$ cat src/rtl/prb_pkg.sv
package prb_pkg;
  typedef enum logic [1:0] {
    REQ_AP     = 2'b00,
    REQ_BUF    = 2'b01,
    REQ_RESEND = 2'b10,
    REQ_NONE   = 2'b11
  } req_kind_e;
endpackage

$ cat src/rtl/prb_tracker.sv
// Tracks the single outstanding downstream read and its status flags.
module prb_tracker (
  input  logic clk,
  input  logic rst,
  input  logic abort,
  input  logic launch,
  input  logic ds_done,
  input  logic ds_err,
  output logic busy,
  output logic ds_start,
  output logic cpl,
  output logic sticky_err,
  output logic read_ok
);
  assign cpl = busy & ds_done & ~abort;

  always_ff @(posedge clk) begin
    if (rst) begin
      busy       <= 1'b0;
      ds_start   <= 1'b0;
      sticky_err <= 1'b0;
      read_ok    <= 1'b0;
    end else begin
      ds_start <= launch;
      if (abort)       busy <= 1'b0;
      else if (launch) busy <= 1'b1;
      else if (cpl)    busy <= 1'b0;
      if (cpl) begin
        sticky_err <= sticky_err | ds_err;
        read_ok    <= ~ds_err;
      end
    end
  end
endmodule

$ cat src/rtl/prb_store.sv
// Holds the posted result, its valid flag and the replay copy.
module prb_store #(
  parameter int DW = 32
) (
  input  logic          clk,
  input  logic          rst,
  input  logic          abort,
  input  logic          cpl,
  input  logic [DW-1:0] cpl_data,
  input  logic          consume,
  output logic [DW-1:0] deliver_data,
  output logic          deliver_stale,
  output logic [DW-1:0] replay_data
);
  logic [DW-1:0] held_q;
  logic          held_vld_q;

  assign deliver_data  = held_vld_q ? held_q : '0;
  assign deliver_stale = ~held_vld_q;

  always_ff @(posedge clk) begin
    if (rst) begin
      held_q      <= '0;
      held_vld_q  <= 1'b0;
      replay_data <= '0;
    end else begin
      if (abort) begin
        held_vld_q <= 1'b0;
      end else if (cpl) begin
        held_q     <= cpl_data;
        held_vld_q <= 1'b1;
      end else if (consume) begin
        held_vld_q <= 1'b0;
      end
      if (consume) replay_data <= deliver_data;
    end
  end
endmodule

$ cat src/rtl/posted_read_buf.sv
module posted_read_buf #(
  parameter int DW = 32
) (
  input  logic          clk,
  input  logic          rst,
  input  logic          req_valid,
  input  logic [1:0]    req_kind,
  input  logic          abort,
  output logic          ds_start,
  input  logic          ds_done,
  input  logic [DW-1:0] ds_data,
  input  logic          ds_err,
  output logic          stall,
  output logic          rsp_valid,
  output logic          rsp_wait,
  output logic [DW-1:0] rsp_data,
  output logic          rsp_stale,
  output logic          sticky_err,
  output logic          read_ok
);
  import prb_pkg::*;

  req_kind_e     kind;
  logic          live, is_post, acc_ap, acc_buf, want_wait, want_resend, consume, cpl;
  logic [DW-1:0] deliver_data, replay_data;
  logic          deliver_stale;

  assign kind        = req_kind_e'(req_kind);
  assign live        = req_valid & ~abort;
  assign is_post     = (kind == REQ_AP) | (kind == REQ_BUF);
  assign acc_ap      = live & ~stall & (kind == REQ_AP);
  assign acc_buf     = live & ~stall & (kind == REQ_BUF);
  assign want_wait   = live & stall & is_post;
  assign want_resend = live & (kind == REQ_RESEND);
  assign consume     = acc_ap | acc_buf;

  prb_tracker u_trk (
    .clk        (clk),
    .rst        (rst),
    .abort      (abort),
    .launch     (acc_ap),
    .ds_done    (ds_done),
    .ds_err     (ds_err),
    .busy       (stall),
    .ds_start   (ds_start),
    .cpl        (cpl),
    .sticky_err (sticky_err),
    .read_ok    (read_ok)
  );

  prb_store #(.DW(DW)) u_st (
    .clk           (clk),
    .rst           (rst),
    .abort         (abort),
    .cpl           (cpl),
    .cpl_data      (ds_data),
    .consume       (consume),
    .deliver_data  (deliver_data),
    .deliver_stale (deliver_stale),
    .replay_data   (replay_data)
  );

  always_ff @(posedge clk) begin
    if (rst) begin
      rsp_valid <= 1'b0;
      rsp_wait  <= 1'b0;
      rsp_data  <= '0;
      rsp_stale <= 1'b0;
    end else begin
      rsp_valid <= consume | want_wait | want_resend;
      rsp_wait  <= want_wait;
      rsp_stale <= consume & deliver_stale;
      if (consume)          rsp_data <= deliver_data;
      else if (want_resend) rsp_data <= replay_data;
      else                  rsp_data <= '0;
    end
  end
endmodule

$ cat config.mk
export PLATFORM = sky130hd
export DESIGN_NAME = posted_read_buf
export DESIGN_NICKNAME = d
export VERILOG_FILES = /design/src/rtl/prb_pkg.sv /design/src/rtl/prb_tracker.sv /design/src/rtl/prb_store.sv /design/src/rtl/posted_read_buf.sv
export SDC_FILE = /design/constraint.sdc
export NUM_CORES = 1
export LEC_CHECK = 0
export BUFFER_PORTS_ARGS = -buffer_cell sky130_fd_sc_hd__buf_4
export CAP_MARGIN = 20
export CORE_UTILIZATION = 41
export CTS_BUF_LIST = sky130_fd_sc_hd__clkbuf_16
export CTS_CLUSTER_DIAMETER = 100
export DETAILED_ROUTE_END_ITERATION = 12
export GPL_TIMING_DRIVEN = 0
export PLACE_DENSITY = 0.62
export SYNTH_ARGS = -nofsm -noshare
export SYNTH_HDL_FRONTEND = slang
export SYNTH_SLANG_ARGS = --single-unit
$ cat constraint.sdc
create_clock -name clk -period 1.5 [get_ports clk]
set_input_delay 0.3 -clock clk [delete_from_list [all_inputs] [get_ports clk]]
set_output_delay 0.3 -clock clk [all_outputs]
set_load 0.02 [all_outputs]
## Yosys cells after proc, flatten, opt, wreduce, memory -nomap -nowiden

Index checks and enable logic that the tools add are counted.

- Muxes and demuxes: 7
- Bitwise gates (word level): 19
- Reduce and logical (&&, ||, !) cells: 5
- Equal/unequal tests: 2

Operators with widths:

| kind | number |
|---|---|
| two-way mux 32 bit | 3 |
| bitwise AND 1 bit | 10 |
| OR 1 bit | 5 |
| two-way mux 1 bit | 4 |
| inverter 1 bit | 4 |
| nonzero test 2 bit | 2 |
| equality test 2 x 1 -> 1 bit (second input constant) | 1 |
| equality test 2 bit (second input constant) | 1 |
| zero test 2 bit | 1 |
| AND reduction 2 bit | 1 |
| OR reduction 2 bit | 1 |

- Register bits after elaboration: 104
- Output and inout bits: 39
- Bits of input ports: 40
- Word-level logic and storage cells: 44

## Logic depth before layout (Yosys ltp)

- Depth after elaboration: 7
- Gate-level depth with buffers: 6
- Mapped depth without buffers: 3

## Hierarchy

From an unflattened synthesis, not the netlist that was laid out.

- Cell total of the unflattened synthesis: 496
- Area total of the unflattened synthesis: 4633.2 um^2

Modules (own cells, without submodules):

| module | area each (um^2) | cells an instance | times used |
|---|---|---|---|
| prb_store | 2969.1 | 327 | 1 |
| posted_read_buf | 1512.7 | 155 | 1 |
| prb_tracker | 151.4 | 14 | 1 |

## Least setup slack after synthesis

No wires, ideal clock.

- Path kind: register to register
- Start point: reg u_trk.busy
- End point: reg u_st.replay_data[16]
- Clock period less this slack: 1.757 ns
- Arrival: 1.640 ns
- Stages on the path, launching flop included: 6
- Path slack: -0.257 ns
- Buffers on the path: 3
- Setup time: 0.117 ns
- Path through: dfxtp_1 buf_6 or4b_1 clkbuf_1 clkbuf_1 a32o_1

- Longest elaborated chain between the ends: 4
- Elaborated cells on any way between the ends: 5
- Classes of those cells: 5 x bitwise

RTL lines:

| what | RTL line | RTL |
|---|---|---|
| start: declaration | prb_tracker.sv:9 | `output logic busy,` |
| start signal: assignment | prb_tracker.sv:19 | `busy <= 1'b0;` |
| start signal: assignment | prb_tracker.sv:25 | `if (abort) busy <= 1'b0;` |
| start signal: assignment | prb_tracker.sv:26 | `else if (launch) busy <= 1'b1;` |
| inverter 1 bit * | posted_read_buf.sv:31, posted_read_buf.sv:32 |  |
| bitwise AND 1 bit * | posted_read_buf.sv:31, posted_read_buf.sv:32 |  |
| bitwise AND 1 bit, on equally long branches | posted_read_buf.sv:31, posted_read_buf.sv:32 |  |
| OR 1 bit * | posted_read_buf.sv:35 | `assign consume = acc_ap \| acc_buf;` |
| end signal: assignment | prb_store.sv:35 | `if (consume) replay_data <= deliver_data;` |
| end: declaration | prb_store.sv:13 | `output logic [DW-1:0] replay_data` |

Every way passes the cells marked *; elsewhere a longest branch is shown, timed or not.
A chain may end at the register's enable or synchronous reset.

## Worst setup path after layout

Same ends and word-level chain as after synthesis.

==> insert_results.sql <==
INSERT INTO impl_metrics (metric_group, metric, value, unit) VALUES
('worst_setup_path', 'path_class', 'reg -> reg', ''),
('sta', 'final_count_of_negative_setup_slack_endpoints', '1', ''),
('routing', 'post-route-drc-count', '0', ''),
('worst_setup_path', 'worstPathCellList', 'or4b_4 -> buf_8 -> clkbuf_16 -> a32o_1', ''),
('worst_setup_path', 'slowest_stage', 'sky130_fd_sc_hd__or4b_4', ''),
('global_route', 'grt_start_max_net_pins', '17', ''),
('worst_setup_path', 'cp-start-kind', 'flop', ''),
('worst_setup_path', 'worst-endpoint-arrival', '1740', 'ps'),
('global_route', 'grt_first_pass_wirelength', '13600', 'um'),
('run', 'max_cap_viol_count', '0', ''),
('outcome', 'status', 'finished, violations left', ''),
('power', 'power_density', '1190', 'nW/um^2'),
('routing', 'dr.pass1.iters', '4', ''),
('sta', 'slew_violations', '0', ''),
('cts', 'cts_hold_buf', '0', ''),
('yosys', 'synth.lib_cells_used.distinct', '25', ''),
('worst_setup_path', 'r2r_end', 'u_st.replay_data[16]', ''),
('finish', 'layout.nets', '490', ''),
('sta', 'finalWorstPathRequiredPeriod', '1510', 'ps'),
('sta', 'timing.setup.tns', '-5.34', 'ps'),
('cts', 'numCtsBuffers', '9', ''),
('worst_setup_path', 'cp_max_fo', '6', ''),
('placement', 'gp_congestion', '0.764', ''),
('routing', 'num_vias', '2864', ''),
('finish', 'num_antenna_cells', '0', ''),
('routing', 'detail_route.vias_per_cell', '5.12', ''),
('cts', 'tritoncts_clock_tree', 'yes', ''),
('sta', 'min_period_over_period', '100', '%'),
('sta', 'slew_headroom', '60.3', '%'),
('cts', 'worst_skew_pair.late_latency', '340', 'ps'),
('finish', 'layout.cells.most_common_list', 'sky130_fd_sc_hd__dfxtp_1, sky130_fd_sc_hd__nand2_1, sky130_fd_sc_hd__buf_4, sky130_fd_sc_hd__a21oi_1, sky130_fd_sc_hd__a22o_1', ''),
('finish', 'fraction_of_layout_instances_using_a_drive_strength_above_1', '28.2', '%'),
('worst_setup_path', 'worst_setup_path_startpoint', 'u_trk.busy', ''),
('yosys', 'synth.avg_cell_area', '9.80', 'um^2'),
('routing', 'drtIter0Drc', '99', ''),
('yosys', 'syn-cell-area', '3480', 'um^2'),
('routing', 'routed_length_per_instance', '15.1', 'um'),
('sta', 'achievable-frequency', '664', 'MHz'),
('outcome', 'violations', 'negative setup slack', ''),
('floorplan', 'design.core.area', '8220', 'um^2'),
('cts', 'cts_root_buffer', 'sky130_fd_sc_hd__clkbuf_16', ''),
('global_route', 'grt_antenna_before_repair', '0', ''),
('floorplan', 'die-height', '94.1', 'um'),
('floorplan', 'initial_core_util', '42.3', '%'),
('worst_setup_path', 'timing.critical_path.slowest_cell_delay', '520', 'ps'),
('power', 'p_leak', '1.84', 'nW'),
('sta', 'fin_worst_skew', '4.60', 'ps'),
('placement', 'port-buffer-count', '78', ''),
('worst_setup_path', 'rr_startpoint', 'u_trk.busy', ''),
('routing', 'routed_wirelength', '8460', 'um'),
('floorplan', 'fp.dieArea', '8860', 'um^2'),
('worst_setup_path', 'crit_family', 'simple AND/OR/NAND/NOR gates', ''),
('worst_setup_path', 'endpoint_kind', 'flop', ''),
('cts', 'h-tree-depth', '3', ''),
('cts', 'clkSlewWorstSetupHoldPaths', '60', 'ps'),
('cts', 'clock_sink_count', '104', ''),
('floorplan', 'boundaryPins', '79', ''),
('min_path', 'worstHoldPathType', 'in -> reg', ''),
('worst_setup_path', 'r2r_slack', '-5', 'ps'),
('finish', 'areaGrowthSynthToFinish', '35.2', '%'),
('sta', 'hold_viol', '0', ''),
('floorplan', 'floorplan.rows', '33', ''),
('floorplan', 'die_x', '94.1', 'um'),
('placement', 'numPlacedInstances', '538', ''),
('yosys', 'yosys_warnings', '0', ''),
('finish', 'layout.cells.most_common', 'sky130_fd_sc_hd__dfxtp_1', ''),
('sta', 'postLayoutSetupSlackWorst', '-5.34', 'ps'),
('sta', 'timing.hold.ws', '147', 'ps'),
('worst_setup_path', 'r2r_cells', '4', ''),
('worst_setup_path', 'critical_path_buffer_and_inverter_count', '2', ''),
('worst_setup_path', 'crit_required', '1730', 'ps');
[cell type report]
type | instances | area, um^2
clock inverter | 6 | 110
clock buffer | 9 | 225
multi-input combinational | 219 | 1250
timing repair buffer | 86 | 664
buffer | 29 | 230
fill | 753 | 3510
sequential | 104 | 2090
inverter | 1 | 3.75
tap | 105 | 131
[synth_stat cells]
master / number / share of area (%)
sky130_fd_sc_hd__buf_6: 6 / 1.9
sky130_fd_sc_hd__nor4_1: 1 / 0.18
sky130_fd_sc_hd__nor3b_2: 1 / 0.36
sky130_fd_sc_hd__nor4b_4: 1 / 0.68
sky130_fd_sc_hd__nor3_1: 2 / 0.29
sky130_fd_sc_hd__and3b_2: 1 / 0.29
sky130_fd_sc_hd__nand3b_1: 1 / 0.22
sky130_fd_sc_hd__a22oi_1: 1 / 0.22
sky130_fd_sc_hd__buf_2: 1 / 0.14
sky130_fd_sc_hd__a32o_1: 11 / 3.2
sky130_fd_sc_hd__or3b_1: 1 / 0.25
sky130_fd_sc_hd__nand3_1: 20 / 2.9
sky130_fd_sc_hd__or4b_1: 1 / 0.29
sky130_fd_sc_hd__nor4b_1: 2 / 0.50
sky130_fd_sc_hd__a22o_1: 32 / 8.1
sky130_fd_sc_hd__nor2_1: 2 / 0.22
sky130_fd_sc_hd__inv_1: 1 / 0.11
sky130_fd_sc_hd__a32o_2: 1 / 0.32
sky130_fd_sc_hd__nor3b_1: 1 / 0.22
sky130_fd_sc_hd__dfxtp_1: 104 / 60
sky130_fd_sc_hd__clkbuf_1: 24 / 2.6
sky130_fd_sc_hd__or2_1: 1 / 0.18
sky130_fd_sc_hd__a21oi_1: 54 / 7.8
sky130_fd_sc_hd__a211oi_1: 1 / 0.22
sky130_fd_sc_hd__nand2_1: 84 / 9.1
[repair_timing]
action                     CTS  global route
gates resized for setup     12            21
gates cloned                 1             0
setup buffers                6             1
setup endpoints to repair   96            93
pin swaps                    4             4
[kinds of logic (layout without fill, tap and decap cells)]
kind of cell / count (synthesis) / count (layout) / share of synthesized area [%]
AO/OA/AOI/OAI: 100 / 100 / 19.7
buffers and inverters: 32 / 131 / 4.78
flip-flops: 104 / 104 / 59.9
AND/OR/NAND/NOR: 119 / 119 / 15.6
[report_power, final]
part           leakage (nW)  switching [mW]  internal [mW]
Sequential            0.838         0.00484           2.77
Clock                 0.163           0.999           1.62
Combinational         0.843           0.110          0.110
Total                  1.84            1.11           4.49
[worst min-delay path by stage]
| stage | startpoint | endpoint |
|---|---|---|
| 6_report | ds_err | u_trk.read_ok |
| 4_1_cts | ds_err | u_trk.read_ok |
| 3_3_place_gp | u_st.replay_data[21] | u_st.replay_data[21] |
| 3_5_place_dp | u_st.replay_data[18] | u_st.replay_data[18] |
| 2_1_floorplan | req_kind[1] | rsp_wait |
| 5_1_grt | ds_err | u_trk.read_ok |
[state kept, by name, indices dropped and copies added (netlist names)]
register          cells
u_trk.read_ok         1
u_trk.sticky_err      1
rsp_valid             1
u_st.replay_data     32
u_trk.busy            1
rsp_data             32
rsp_stale             1
u_trk.ds_start        1
u_st.held_vld_q       1
u_st.held_q          32
rsp_wait              1
[metrics by stage]
stage / cell area, um^2 / total power, mW / setup slack, ps
3_3_place_gp: 4240 / 3.03 / -587
6_report: 4700 / 5.61 / -5.34
4_1_cts: 4650 / 5.64 / -12.4
3_5_place_dp: 4240 / 3.03 / -575
2_1_floorplan: 3520 / 2.91 / -119
5_1_grt: 4700 / 5.76 / -31.2
[per-layer routing]
layer  global-route usage, %  routed length, um  up-vias
li1                        -                  -     1434
met1                    26.7               3900     1350
met2                    32.4               4040       70
met3                    3.80                397       10
met4                    7.69                127        0
met5                       0                  0        -
(Power assumes the default switching activity.)
